`src/rtl/sts_pkg.sv`:
```
package sts_pkg;
  typedef enum logic {
    TB_INT = 1'b0,
    TB_EXT = 1'b1
  } tbase_e;
endpackage

```
`src/rtl/sts_pin_sync.sv`:
```
// Synchronizes the shared mode pin, flags rising edges and votes on its level.
module sts_pin_sync #(
  parameter int STAGES = 2
) (
  input  logic clk,
  input  logic rst_n,
  input  logic pin_async,
  output logic rise,
  output logic level_high
);
  logic [STAGES:0] chain;
  logic [2:0]      vote;

  always_ff @(posedge clk or negedge rst_n) begin
    if (!rst_n) begin
      chain <= '0;
      vote  <= '0;
    end else begin
      chain <= {chain[STAGES-1:0], pin_async};
      vote  <= {vote[1:0], chain[STAGES-1]};
    end
  end

  // chain[STAGES-1] is the synchronized level, chain[STAGES] its delayed copy
  assign rise       = chain[STAGES-1] & ~chain[STAGES];
  assign level_high = (vote[0] & vote[1]) | (vote[0] & vote[2]) | (vote[1] & vote[2]);
endmodule

```
`src/rtl/sts_activity.sv`:
```
// Counts synchronized edges per window of reference cycles.
module sts_activity #(
  parameter int WIN       = 64,
  parameter int MIN_EDGES = 4
) (
  input  logic clk,
  input  logic rst_n,
  input  logic rise,
  output logic active
);
  localparam int WW = $clog2(WIN);
  localparam int EW = $clog2(MIN_EDGES + 1);

  logic [WW-1:0] win_cnt;
  logic [EW-1:0] edge_cnt;
  logic [EW:0]   sum;
  logic          win_end;
  logic          enough;

  assign win_end = (win_cnt == WW'(WIN - 1));
  assign sum     = {1'b0, edge_cnt} + {{EW{1'b0}}, rise};
  assign enough  = (sum >= (EW+1)'(MIN_EDGES));

  always_ff @(posedge clk or negedge rst_n) begin
    if (!rst_n) begin
      win_cnt  <= '0;
      edge_cnt <= '0;
      active   <= 1'b0;
    end else if (win_end) begin
      win_cnt  <= '0;
      edge_cnt <= '0;
      active   <= enough;
    end else begin
      win_cnt  <= win_cnt + WW'(1);
      edge_cnt <= enough ? EW'(MIN_EDGES) : sum[EW-1:0];
    end
  end
endmodule

```
`src/rtl/sts_divider.sv`:
```
// Switching-cycle divider with tick-aligned timebase selection.
module sts_divider
  import sts_pkg::*;
#(
  parameter int DIV = 22
) (
  input  logic   clk,
  input  logic   rst_n,
  input  logic   rise,
  input  logic   active,
  output logic   tick,
  output tbase_e src
);
  localparam int CW = $clog2(DIV);

  logic [CW-1:0] cnt;
  logic          adv;
  logic          last;

  // external: step on edges; if the clock vanished, finish on the reference
  assign adv  = (src == TB_INT) | rise | ~active;
  assign last = (cnt == CW'(DIV - 1));

  always_ff @(posedge clk or negedge rst_n) begin
    if (!rst_n) begin
      cnt  <= '0;
      tick <= 1'b0;
      src  <= TB_INT;
    end else begin
      tick <= 1'b0;
      if (adv) begin
        if (last) begin
          cnt  <= '0;
          tick <= 1'b1;
          src  <= active ? TB_EXT : TB_INT;
        end else begin
          cnt <= cnt + CW'(1);
        end
      end
    end
  end
endmodule

```
`src/rtl/sync_tbase_sel.sv`:
```
module sync_tbase_sel
  import sts_pkg::*;
#(
  parameter int DIV         = 22,
  parameter int WIN         = 64,
  parameter int MIN_EDGES   = 4,
  parameter int SYNC_STAGES = 2
) (
  input  logic clk,
  input  logic rst_n,
  input  logic sync_pin,
  output logic cycle_tick,
  output logic ext_clk_active,
  output logic pwm_only,
  output logic pfm_allowed
);
  logic   pin_rise;
  logic   level_high;
  logic   det_active;
  tbase_e src;

  sts_pin_sync #(.STAGES(SYNC_STAGES)) u_sync (
    .clk        (clk),
    .rst_n      (rst_n),
    .pin_async  (sync_pin),
    .rise       (pin_rise),
    .level_high (level_high)
  );

  sts_activity #(.WIN(WIN), .MIN_EDGES(MIN_EDGES)) u_act (
    .clk    (clk),
    .rst_n  (rst_n),
    .rise   (pin_rise),
    .active (det_active)
  );

  sts_divider #(.DIV(DIV)) u_div (
    .clk    (clk),
    .rst_n  (rst_n),
    .rise   (pin_rise),
    .active (det_active),
    .tick   (cycle_tick),
    .src    (src)
  );

  assign ext_clk_active = (src == TB_EXT);
  assign pwm_only       = ext_clk_active | det_active | level_high;
  assign pfm_allowed    = ~pwm_only;
endmodule

```
`config.mk`:
```
export PLATFORM = sky130hd
export DESIGN_NAME = sync_tbase_sel
export DESIGN_NICKNAME = d
export VERILOG_FILES = /design/src/rtl/sts_pkg.sv /design/src/rtl/sts_pin_sync.sv /design/src/rtl/sts_activity.sv /design/src/rtl/sts_divider.sv /design/src/rtl/sync_tbase_sel.sv
export SDC_FILE = /design/constraint.sdc
export NUM_CORES = 1
export LEC_CHECK = 0
export ABC_AREA = 1
export BUFFER_PORTS_ARGS = -buffer_cell sky130_fd_sc_hd__clkbuf_2
export CELL_PAD_IN_SITES_DETAIL_PLACEMENT = 0
export CELL_PAD_IN_SITES_GLOBAL_PLACEMENT = 1
export CORE_MARGIN = 2
export CORE_UTILIZATION = 50
export CTS_BUF_LIST = sky130_fd_sc_hd__clkbuf_8
export DETAILED_ROUTE_END_ITERATION = 7
export PLACE_DENSITY_LB_ADDON = 0.1
export SKIP_CTS_REPAIR_TIMING = 1
export SYNTH_ARGS = -nofsm -noshare
export SYNTH_HDL_FRONTEND = slang
export SYNTH_SLANG_ARGS = --single-unit
```
`constraint.sdc`:
```
create_clock -name clk -period 4.1 [get_ports clk]
set_input_delay 0.41 -clock clk [delete_from_list [all_inputs] [get_ports clk]]
set_output_delay 0.41 -clock clk [all_outputs]
set_load 0.05 [all_outputs]
```
==> Word level (Yosys, flattened, before mapping) <==
Index checks and enable logic that the tools add are counted.
{ "word_totals": {"register_bits": 23, "inputBits": 3, "output_inout_bits": 4, "word_cells": 36} }
{ "op_classes": {"addsub": 3, "order_cmp": 1, "n_eq_ne": 2, "n_mux": 7, "bitwise": 14, "reduce_logical": 1} }
{ "op_table": {"columns": ["operator", "n"], "rows": [
  ["$add A6 B1 Y6 const B", 1],
  ["$eq A6 B6 Y1 const B", 1],
  ["$mux W3", 2],
  ["$mux W6", 1],
  ["$or A1 B1 Y1", 6],
  ["$add A5 B1 Y5 const B", 1],
  ["$eq A5 B5 Y1 const B", 1],
  ["$mux W5", 1],
  ["$add A3 B1 Y4", 1],
  ["$and A1 B1 Y1", 4],
  ["$ge A4 B3 Y1 const B", 1],
  ["$not A1 Y1", 4],
  ["$mux W1", 3],
  ["$reduce_and A2 Y1", 1]
]} }

==> Depth between registers and ports, before layout <==
Gate-level depths: netlist of the first run.
{ "depth": {"word_depth": 6, "depth_mapped": 10, "depth_no_buf": 10} }

==> Modules after synthesis <==
A second synthesis of the first run with hierarchy kept.
{ "hier_totals": {"cells_unflattened": 118, "hier_area_um2": 1016.0} }
{ "modules_own_cells": {"columns": ["module", "n_inst", "cells_per_inst", "area_each_um2", "seq_area_each_um2"], "rows": [
  ["sts_activity", 1, 56, 475.5, 250.2],
  ["sts_divider", 1, 45, 366.6, 175.2],
  ["sts_pin_sync", 1, 11, 148.9, 125.1],
  ["sync_tbase_sel", 1, 6, 25.0, 0.0]
]} }

==> Worst setup path after synthesis of the first run <==
No wires, ideal clock.
{ "synth_timing": {"path_type": "reg2out", "from": "reg u_div.src", "to": "out pwm_only", "t_arrival_ns": 1.536, "required_time_ns": 3.690, "setup_slack_ns": 2.154, "stages_incl_launch_ff": 4, "n_path_buf": 0, "cell_sequence": "dfrtp_1 -> nor2_1 -> and3_1 -> inv_1"} }
{ "synth_via": {"elab_chain_cells": 2} }
{ "synth_lines": {"columns": ["item", "line_no", "source"], "rows": [
  ["start, declared", "sts_divider.sv:12", "output tbase_e src"],
  ["start signal, assigned", "sts_divider.sv:35", "src <= active ? TB_EXT : TB_INT;"],
  ["$or A1 B1 Y1 (2 in a row)", "sync_tbase_sel.sv:47", "assign pwm_only = ext_clk_active | det_active | level_high;"],
  ["end, declared", "sync_tbase_sel.sv:14", "output logic pwm_only,"]
]} }
Every way passes these cells.

==> Worst setup path after layout of the first run <==
{ "layout_timing": {"from": "reg u_sync.vote[1]", "to": "out pfm_allowed"} }
{ "layout_via": {"elab_chain_cells": 5} }
{ "layout_lines": {"columns": ["item", "line_no", "source"], "rows": [
  ["start, declared", "sts_pin_sync.sv:12", "logic [2:0] vote;"],
  ["start signal, assigned", "sts_pin_sync.sv:20", "vote <= {vote[1:0], chain[STAGES-1]};"],
  ["$and A1 B1 Y1", "sts_pin_sync.sv:26", "assign level_high = (vote[0] & vote[1]) | (vote[0] & vote[2]) | (vote[1] & vote[2]);"],
  ["$or A1 B1 Y1", "sts_pin_sync.sv:26", null],
  ["$or A1 B1 Y1 (*)", "sts_pin_sync.sv:26", null],
  ["$or A1 B1 Y1 (*)", "sync_tbase_sel.sv:47", null],
  ["$not A1 Y1 (*)", "sync_tbase_sel.sv:48", "assign pfm_allowed = ~pwm_only;"],
  ["end, declared", "sync_tbase_sel.sv:15", "output logic pfm_allowed"]
]} }
Mark *: on every way between the ends. The rest lies on a longest branch, timed or not.

==> impl_metrics.py, run 1 <==
metrics = {
    "sta": {
        "slew_headroom": 0.651,
        "skew_ps": 3.55,
        "fmax_mhz": 606,
        "final_hold_viol_count": 0,
        "rsz0062_at_grt": "no",
        "finalMaxSlewViolations": 0,
        "period_share": 0.403,
        "tightest_slew_ps": 523,
        "setup_tns_ps": 0,
        "setup_slack_ps": 2450,
        "fin_crit_ps": 1650,
        "final-setup-viol-count": 0,
    },
    "setup_path": {
        "worstPathArrival_ps": 1240,
        "critPathCaptureType": "output port",
        "required_ps": 3690,
        "r2r-start": "u_sync.vote[0]",
        "critical_path.startpoint": "u_sync.vote[1]",
        "startpoint_type": "flop",
        "crit_type": "flop to output port",
        "path_max_fanout": 3,
    },
    "floorplan": {
        "die_w_um": 48.3,
        "die-area_um2": 2330,
        "core_um2": 1900,
        "io-pin-count": 7,
        "start_util": 0.516,
        "core.rowCount": 16,
        "die_h_um": 48.3,
    },
    "global_routing": {
        "grt_usage": 0.145,
        "grt_max_degree": 23,
        "overflow": 0,
        "grt_pass1_wl_um": 2680,
        "grt_pass1_vias": 687,
        "grt_antenna_before_repair": 0,
    },
    "power_and_ir_drop": {
        "p_leak_nw": 0.608,
        "peakVddDrop_uv": 291,
        "cellPowerDensity_nw_per_um2": 393,
    },
    "yosys": {
        "ys_ff_latch": 22,
        "syn_nets": 117,
        "syn_avg_cell_area_um2": 9.01,
        "ys_top_cells_by_area": "dfrtp_1, nand2_1, nor2_1",
        "syn-cell-area_um2": 982,
        "synth_top_area_cell": "dfrtp_1",
        "syn_inst": 109,
        "yosys.area.top_type_share": 0.561,
        "synth_seq_area_share": 0.561,
        "yosysWarnings": 0,
        "yosys.cell_types.count": 16,
    },
    "cts": {
        "cts-buffers-inserted": 3,
        "clockRootBuffer": "clkbuf_8",
        "cts_tree": "done",
        "cts.sinks": 22,
        "clk_latency_ps": 250,
        "htreeDepth": 1,
        "clockBufferDepth": 2,
        "clk_pin_slew_ps": 70,
    },
    "placement": {
        "io_buffers": 6,
        "gp_congestion": 0.718,
        "dp_hpwl_um": 1090,
        "pre_cts_ws_ps": 2670,
    },
    "finish": {
        "mostFrequentLayoutCells": "nand2_1, dfrtp_1, nor2_1",
        "area_delta_synth_final_pct": 11.0,
        "final_core_util": 0.573,
        "drive_gt1_frac": 0.119,
        "fin_nets": 127,
        "mostFrequentLayoutCell": "nand2_1",
        "n_antenna_cell": 0,
    },
    "detailed_routing": {
        "wl_per_cell_um": 10.2,
        "drc": 0,
        "antenna_left": 0,
        "avgViaCountPerCell": 4.77,
        "finalWirelength_um": 1480,
        "first_pass_iters": 4,
        "dr.first_iter.drc_count": 17,
        "vias": 692,
    },
    "status": {
        "status": "complete, no violations",
    },
    "hold_path": {
        "hp-class": "input pin to asynchronous set/reset pin",
    },
    "run": {
        "maxCapViolations": 0,
    },
}
-- worst paths after layout --
check	endpoint	slack (ps)	cells past startpoint
max in group asynchronous	u_sync.chain[1]	3630	1
worst max-delay path	pfm_allowed	2450	3
min in group clk	u_sync.chain[0]	260	1
worst max register to register	u_act.edge_cnt[2]	2650	9
worst min-delay path	u_sync.vote[2]	120	1
worst min register to register	u_sync.chain[1]	350	0
-- cell families after synthesis --
group           Yosys count  synth area share
simple gates             60             0.270
fa+ha+maj                 5            0.0637
buf+inv                  14            0.0611
compound gates            7            0.0357
flops                    22             0.561
xor+xnor                  1           0.00892
-- flip-flops by register name, summed over array words and instances, names as in the netlist --
signal / flops
u_act.edge_cnt: 3
u_div.cnt: 5
u_div.src: 1
u_sync.vote: 3
u_div.tick: 1
u_act.active: 1
u_act.win_cnt: 6
u_sync.chain: 2
-- power by group --
group | internal, mW | switching, mW
Sequential | 0.232 | 0.00778
Combinational | 0.0145 | 0.0261
Clock | 0.0854 | 0.0632
Total | 0.331 | 0.0971
-- per-layer routing --
layer  share of wire  wire length, µm  global-route usage  vias up
met3           0.025               37              0.0278        2
met5               0                0                   0        -
met2            0.47              695               0.255        8
li1                -                -                   -      356
met1            0.50              733               0.169      326
met4          0.0088               13              0.0762        0
-- critical path, cell delays in order (launching register included) --
cell      delay (ps)
dfrtp_1          400
o21ai_0          140
and3_1           180
clkbuf_2         280
-- layout make-up --
| type | instances | area (µm²) |
|---|---|---|
| inverter | 13 | 48.8 |
| sequential | 22 | 551 |
| timing repair buffer | 6 | 30.0 |
| fill | 175 | 812 |
| clock buffer | 4 | 55.1 |
| multi-input combinational | 73 | 372 |
| tap | 27 | 33.8 |
-- Yosys cell counts, drive strengths merged --
master   n
nand2   31
dfrtp   22
ha       5
nor2    17
and3     1
buf      1
nand3    7
nand3b   1
o21ai    3
nand4    2
inv     13
and2     1
a21oi    4
xor2     1
-- through the flow --
step,cell area [µm²],instances,hold slack [ps],power (mW)
finish,1090,145,118,0.429
global route,1090,145,171,0.453
CTS,1090,145,135,0.434
detailed placement,1030,141,336,0.284
global placement,1030,141,337,0.282
floorplan,982,109,114,0.270
Note: power is estimated with default switching activity, not from simulation.
==> run 2: changes to the inputs <==
--- a/config.mk
+++ b/config.mk
@@ -10,7 +10,7 @@
 export CELL_PAD_IN_SITES_DETAIL_PLACEMENT = 0
 export CELL_PAD_IN_SITES_GLOBAL_PLACEMENT = 1
 export CORE_MARGIN = 2
-export CORE_UTILIZATION = 50
+export CORE_UTILIZATION = 42
 export CTS_BUF_LIST = sky130_fd_sc_hd__clkbuf_8
 export DETAILED_ROUTE_END_ITERATION = 7
 export PLACE_DENSITY_LB_ADDON = 0.1
==> constraint.sdc (replaced) <==
create_clock -name clk -period 1.4 [get_ports clk]
set_input_delay 0.14 -clock clk [delete_from_list [all_inputs] [get_ports clk]]
set_output_delay 0.14 -clock clk [all_outputs]
set_load 0.05 [all_outputs]
==> run 2 against run 1 <==
Compared with the run above:
- final cell count increased by 4.8%
- setup slack worse by 2400 ps
- clock-buffer cell count decreased by 1
- combinational power rose to 3.7 times the previous value
- via count increased by 1.2%
- sequential cell count unchanged
- global-route usage decreased by 0.15 points
- die area grew 17%
- sequential share of layout area shrank 3.7 points
- first-iteration DRC count shrank 65%
- total power grew to 2.9 times the previous value
- largest power group unchanged
- highest routed layer unchanged
==> impl_metrics.py, run 2 (same netlist as run 1, synthesis figures left out) <==
metrics = {
    "status": {
        "status": "complete, no violations",
    },
    "global_routing": {
        "grtUsageMet1": 0.209,
        "top_usage_layer": "met1",
        "grt_antenna_before_repair": 0,
        "use_met2": 0.202,
        "grt_pass1_vias": 673,
        "grt_usage": 0.144,
        "use_met3": 0.0343,
        "grt_max_degree": 23,
        "grt_pass1_wl_um": 2850,
        "overflow": 0,
    },
    "sta": {
        "final-setup-viol-count": 0,
        "setup_slack_ps": 77.1,
        "finalMaxSlewViolations": 0,
        "skew_ps": 10.2,
        "period_share": 0.945,
        "fin_crit_ps": 1320,
        "tightest_slew_ps": 537,
        "slew_headroom": 0.642,
        "final_hold_viol_count": 0,
        "fmax_mhz": 756,
    },
    "cts": {
        "clk_pin_slew_ps": 80,
        "clockBufferDepth": 2,
        "cts-buffers-inserted": 3,
        "clk_latency_ps": 260,
        "htreeDepth": 1,
        "cts_tree": "done",
        "clockRootBuffer": "clkbuf_8",
        "cts.sinks": 22,
    },
    "hold_path": {
        "hp-class": "flop to flop",
        "hold_end": "u_sync.chain[1]",
        "min_from": "u_sync.chain[0]",
        "holdPathStages": 0,
    },
    "finish": {
        "drive_gt1_frac": 0.218,
        "mostFrequentLayoutCell": "nand2_1",
        "top_register": "u_act.win_cnt",
        "mostFrequentLayoutCells": "nand2_1, dfrtp_1, nor2_1",
        "largest_register_ffs": 6,
        "area_delta_synth_final_pct": 19.9,
        "fin_nets": 133,
        "top_regs": "u_act.win_cnt x6, u_div.cnt x5",
        "n_antenna_cell": 0,
        "final_core_util": 0.532,
    },
    "power_and_ir_drop": {
        "p_leak_nw": 0.630,
        "peakVddDrop_uv": 617,
        "fin_total_pwr_mw": 1.25,
        "cellPowerDensity_nw_per_um2": 1060,
    },
    "detailed_routing": {
        "wl_per_cell_um": 10.5,
        "finalWirelength_um": 1590,
        "antenna_left": 0,
        "dr.first_iter.drc_count": 6,
        "avgViaCountPerCell": 4.61,
        "first_pass_iters": 4,
        "vias": 700,
        "drc": 0,
    },
    "setup_path": {
        "regToRegSetupSlack_ps": 80,
        "required_ps": 1260,
        "reg2regPathDepth": 9,
        "worstPathArrival_ps": 1180,
        "reg2reg_to": "u_act.edge_cnt[2]",
        "path_max_fanout": 4,
        "r2r-start": "u_sync.vote[0]",
        "startpoint_type": "flop",
        "critPathCaptureType": "output port",
        "crit_type": "flop to output port",
    },
    "placement": {
        "dp_hpwl_um": 1150,
        "io_buffers": 6,
        "pre_cts_ws_ps": -41.4,
        "gp_congestion": 0.777,
    },
    "floorplan": {
        "die-area_um2": 2740,
        "core.rowCount": 17,
        "core_um2": 2210,
        "die_w_um": 52.4,
        "start_util": 0.444,
        "die_h_um": 52.4,
        "io-pin-count": 7,
    },
    "run": {
        "maxCapViolations": 0,
    },
}
## run 2: critical path, cell delays in order (launching register included)
cell and delay (ps):
dfrtp_2 440, nor2_2 90, and3_2 180, inv_1 40
buf_4 180
## run 2: final cells by class
type	instances	area (µm²)
inverters	13	48.8
multi-input cells	73	412
clock buffers	3	41.3
well taps	28	35.0
flip-flops and latches	22	552
clock inverters	1	3.75
repair buffers	12	85.1
fillers	219	1030
## run 2: worst max-delay path by stage
stage	from	end	slack, ps	cells after the start
5_1_grt	u_sync.vote[0]	u_act.edge_cnt[2]	-10	9
2_1_floorplan	u_div.src	pwm_only	20	3
3_5_place_dp	u_sync.vote[0]	u_act.edge_cnt[2]	-40	9
4_1_cts	u_sync.vote[0]	u_act.edge_cnt[2]	-70	9
6_report	u_div.src	pwm_only	80	4
3_3_place_gp	u_sync.vote[0]	u_act.edge_cnt[2]	40	9
## run 2: through the flow
step / setup TNS [ps] / hold WS [ps] / instance area (µm²) / instances
6_report: 0 / 367 / 1180 / 152
5_1_grt: -17.7 / 379 / 1180 / 152
4_1_cts: -201 / -131 / 1090 / 147
3_5_place_dp: -95.3 / 156 / 1050 / 143
3_3_place_gp: 0 / 153 / 1050 / 143
2_1_floorplan: 0 / -156 / 985 / 109
## run 2: metal layers
metal | vias up | wire length [µm]
li1 | 368 | -
met1 | 319 | 836
met2 | 11 | 702
met3 | 2 | 46
met4 | 0 | 8
met5 | - | 0
## run 2: report_power, final
group | internal [mW] | switching, mW | total [mW] | leakage [nW]
clock | 0.195 | 0.192 | 0.387 | 0.0269
combinational | 0.0666 | 0.0819 | 0.149 | 0.336
sequential | 0.678 | 0.0358 | 0.714 | 0.267
==> run 3: changes to the inputs <==
--- a/config.mk
+++ b/config.mk
@@ -5,15 +5,16 @@
 export SDC_FILE = /design/constraint.sdc
 export NUM_CORES = 1
 export LEC_CHECK = 0
-export ABC_AREA = 1
+export ABC_AREA = 0
 export BUFFER_PORTS_ARGS = -buffer_cell sky130_fd_sc_hd__clkbuf_2
 export CELL_PAD_IN_SITES_DETAIL_PLACEMENT = 0
 export CELL_PAD_IN_SITES_GLOBAL_PLACEMENT = 1
 export CORE_MARGIN = 2
-export CORE_UTILIZATION = 42
+export CORE_UTILIZATION = 44
 export CTS_BUF_LIST = sky130_fd_sc_hd__clkbuf_8
 export DETAILED_ROUTE_END_ITERATION = 7
 export PLACE_DENSITY_LB_ADDON = 0.1
+export REMOVE_ABC_BUFFERS = 1
 export SKIP_CTS_REPAIR_TIMING = 1
 export SYNTH_ARGS = -nofsm -noshare
 export SYNTH_HDL_FRONTEND = slang
==> run 3 against run 2 <==
Compared with the run above:
- the flow now finishes with violations (setup timing)
- sequential power about the same
- wire length up 2.6%
- utilization up 9.7 points
- setup slack worse by 290 ps
- synthesized cell count down 29%
- combinational power up 35%
- critical path type unchanged
==> impl_metrics.py, run 3 <==
metrics = {
    "placement": {
        "io_buffers": 6,
        "dpl_cell_area_um2": 1040,
        "pre_cts_ws_ps": -167,
        "dpl.cell_count": 114,
        "dp_hpwl_um": 1010,
        "gp_congestion": 0.773,
    },
    "cts": {
        "cts_tree": "done",
        "htreeDepth": 1,
        "clockRootBuffer": "clkbuf_8",
        "clk_pin_slew_ps": 80,
        "clk_latency_ps": 250,
        "clockBufferDepth": 2,
        "cts-buffers-inserted": 3,
        "cts.sinks": 22,
    },
    "sta": {
        "finalMaxSlewViolations": 0,
        "final-setup-viol-count": 6,
        "rsz0062_at_grt": "yes",
        "slew_headroom": 0.649,
        "final_hold_viol_count": 0,
        "fmax_mhz": 620,
        "skew_ps": 2.69,
        "period_share": 1.15,
        "timing.hold.ws_ps": 365,
        "setup_slack_ps": -214,
        "fin_crit_ps": 1610,
        "tightest_slew_ps": 527,
    },
    "status": {
        "failed_checks": "setup timing",
        "status": "finished with violations",
    },
    "hold_path": {
        "hp-class": "flop to flop",
        "holdPathStages": 0,
        "hold_end": "u_sync.chain[1]",
        "min_from": "u_sync.chain[0]",
    },
    "finish": {
        "fin_cells": 125,
        "fin_area_um2": 1260,
        "top_regs": "u_act.win_cnt x6, u_div.cnt x5",
        "fillers": 167,
        "drive_gt1_frac": 0.357,
        "top_register": "u_act.win_cnt",
        "multi_input_area_um2": 454,
        "largest_register_ffs": 6,
        "ff_latch_area_um2": 551,
        "area_delta_synth_final_pct": 32.2,
        "mostFrequentLayoutCell": "dfrtp_1",
        "mostFrequentLayoutCells": "dfrtp_1, buf_4, nand2_1, nor2_1, clkbuf_2",
        "fin_nets": 107,
        "n_antenna_cell": 0,
    },
    "floorplan": {
        "io-pin-count": 7,
        "die-area_um2": 2550,
        "die_h_um": 50.5,
        "core_um2": 2000,
        "core.rowCount": 16,
        "start_util": 0.476,
        "die_w_um": 50.5,
    },
    "yosys": {
        "synth_mux_area_frac": 0.0276,
        "yosysWarnings": 0,
        "ys_top_cells_by_area": "dfrtp_1, ha_1, nand2_1",
        "synth_top_area_cell": "dfrtp_1",
        "synthTopCellsByCount": "dfrtp_1, nand2_1, nor2_1, ha_1",
        "syn-cell-area_um2": 952,
        "synth_edf_count": 0,
        "synth_compound_area_frac": 0.0933,
        "post-synth-top-count-cell": "dfrtp_1",
        "synth_ff_type": "dfrtp_1",
        "yosys.area.top_type_share": 0.578,
        "synth_xor_area_frac": 0.0276,
        "syn_avg_cell_area_um2": 12.4,
        "yosys.cell_types.count": 30,
        "ys_ff_latch": 22,
        "synthAdderAreaFrac": 0.0775,
        "syn_inst": 77,
        "synth_top_family_by_area": "simple AND/OR/NAND/NOR gates",
        "async_flop_share": 1.00,
        "yosys.area_share.simple": 0.176,
        "synth_seq_area_share": 0.578,
    },
    "power_and_ir_drop": {
        "cellPowerDensity_nw_per_um2": 1180,
        "fin_total_pwr_mw": 1.49,
        "p_leak_nw": 0.563,
        "peakVddDrop_uv": 725,
    },
    "detailed_routing": {
        "avgViaCountPerCell": 4.98,
        "dr.first_iter.drc_count": 1,
        "drc": 0,
        "vias": 623,
        "wl_per_cell_um": 13.1,
        "antenna_left": 0,
        "first_pass_iters": 2,
        "finalWirelength_um": 1640,
    },
    "setup_path": {
        "path_max_fanout": 2,
        "required_ps": 1260,
        "crit_type": "flop to output port",
        "startpoint_type": "flop",
        "critPathCaptureType": "output port",
        "r2r-start": "u_sync.vote[0]",
        "regToRegSetupSlack_ps": -170,
        "worstPathArrival_ps": 1470,
        "reg2regPathDepth": 7,
        "reg2reg_to": "u_act.active",
    },
    "global_routing": {
        "grt_pass1_vias": 584,
        "top_usage_layer": "met1",
        "grt_pass1_wl_um": 2550,
        "use_met2": 0.186,
        "grt_max_degree": 23,
        "grt_antenna_before_repair": 0,
        "use_met3": 0.0298,
        "grt_usage": 0.131,
        "grtUsageMet1": 0.197,
        "overflow": 0,
    },
    "run": {
        "maxCapViolations": 0,
    },
}
-- run 3: where the power goes --
part | switching, mW | internal [mW]
Combinational | 0.0998 | 0.101
Sequential | 0.0344 | 0.678
Clock | 0.195 | 0.381
-- run 3: cells by family after synthesis --
family / after synthesis
compound gates: 12
xor+xnor: 3
fa+ha+maj: 6
buf+inv: 3
flops: 22
mux: 2
simple gates: 29
-- run 3: worst max-delay path, stage by stage, from the launching register on --
cell	delay, ps
dfrtp_1	390
maj3_2	300
or3_4	330
inv_2	70
buf_8	140
-- run 3: stage by stage --
stage | setup TNS [ps] | utilization
after floorplan | -491 | -
after global placement | -482 | 0.521
after detailed placement | -601 | 0.521
after CTS | -1290 | 0.556
after global routing | -1060 | 0.629
final | -669 | 0.629
-- run 3: how the worst max path moves through the flow --
| stage | startpoint | end | slack [ps] | cells after the start |
|---|---|---|---|---|
| floorplan | u_sync.vote[0] | u_act.active | -140 | 6 |
| global placement | u_sync.chain[1] | u_act.active | -120 | 6 |
| detailed placement | u_sync.chain[1] | u_act.active | -170 | 6 |
| CTS | u_sync.vote[0] | pfm_allowed | -360 | 4 |
| global route | u_sync.vote[1] | pfm_allowed | -260 | 4 |
| finish | u_sync.vote[1] | pfm_allowed | -210 | 4 |
-- run 3: layout make-up --
type / count / area share
inverter: 2 / 0.00596
tap: 27 / 0.0268
multi-input combinational: 52 / 0.361
timing repair buffer: 18 / 0.112
sequential: 22 / 0.437
clock inverter: 1 / 0.0239
clock buffer: 3 / 0.0328
-- run 3: per-layer routing --
metal  up-vias  part of all wire
met5         -                 0
met4         0                 0
met3         0             0.025
met2         7              0.49
met1       304              0.48
li1        312                 -
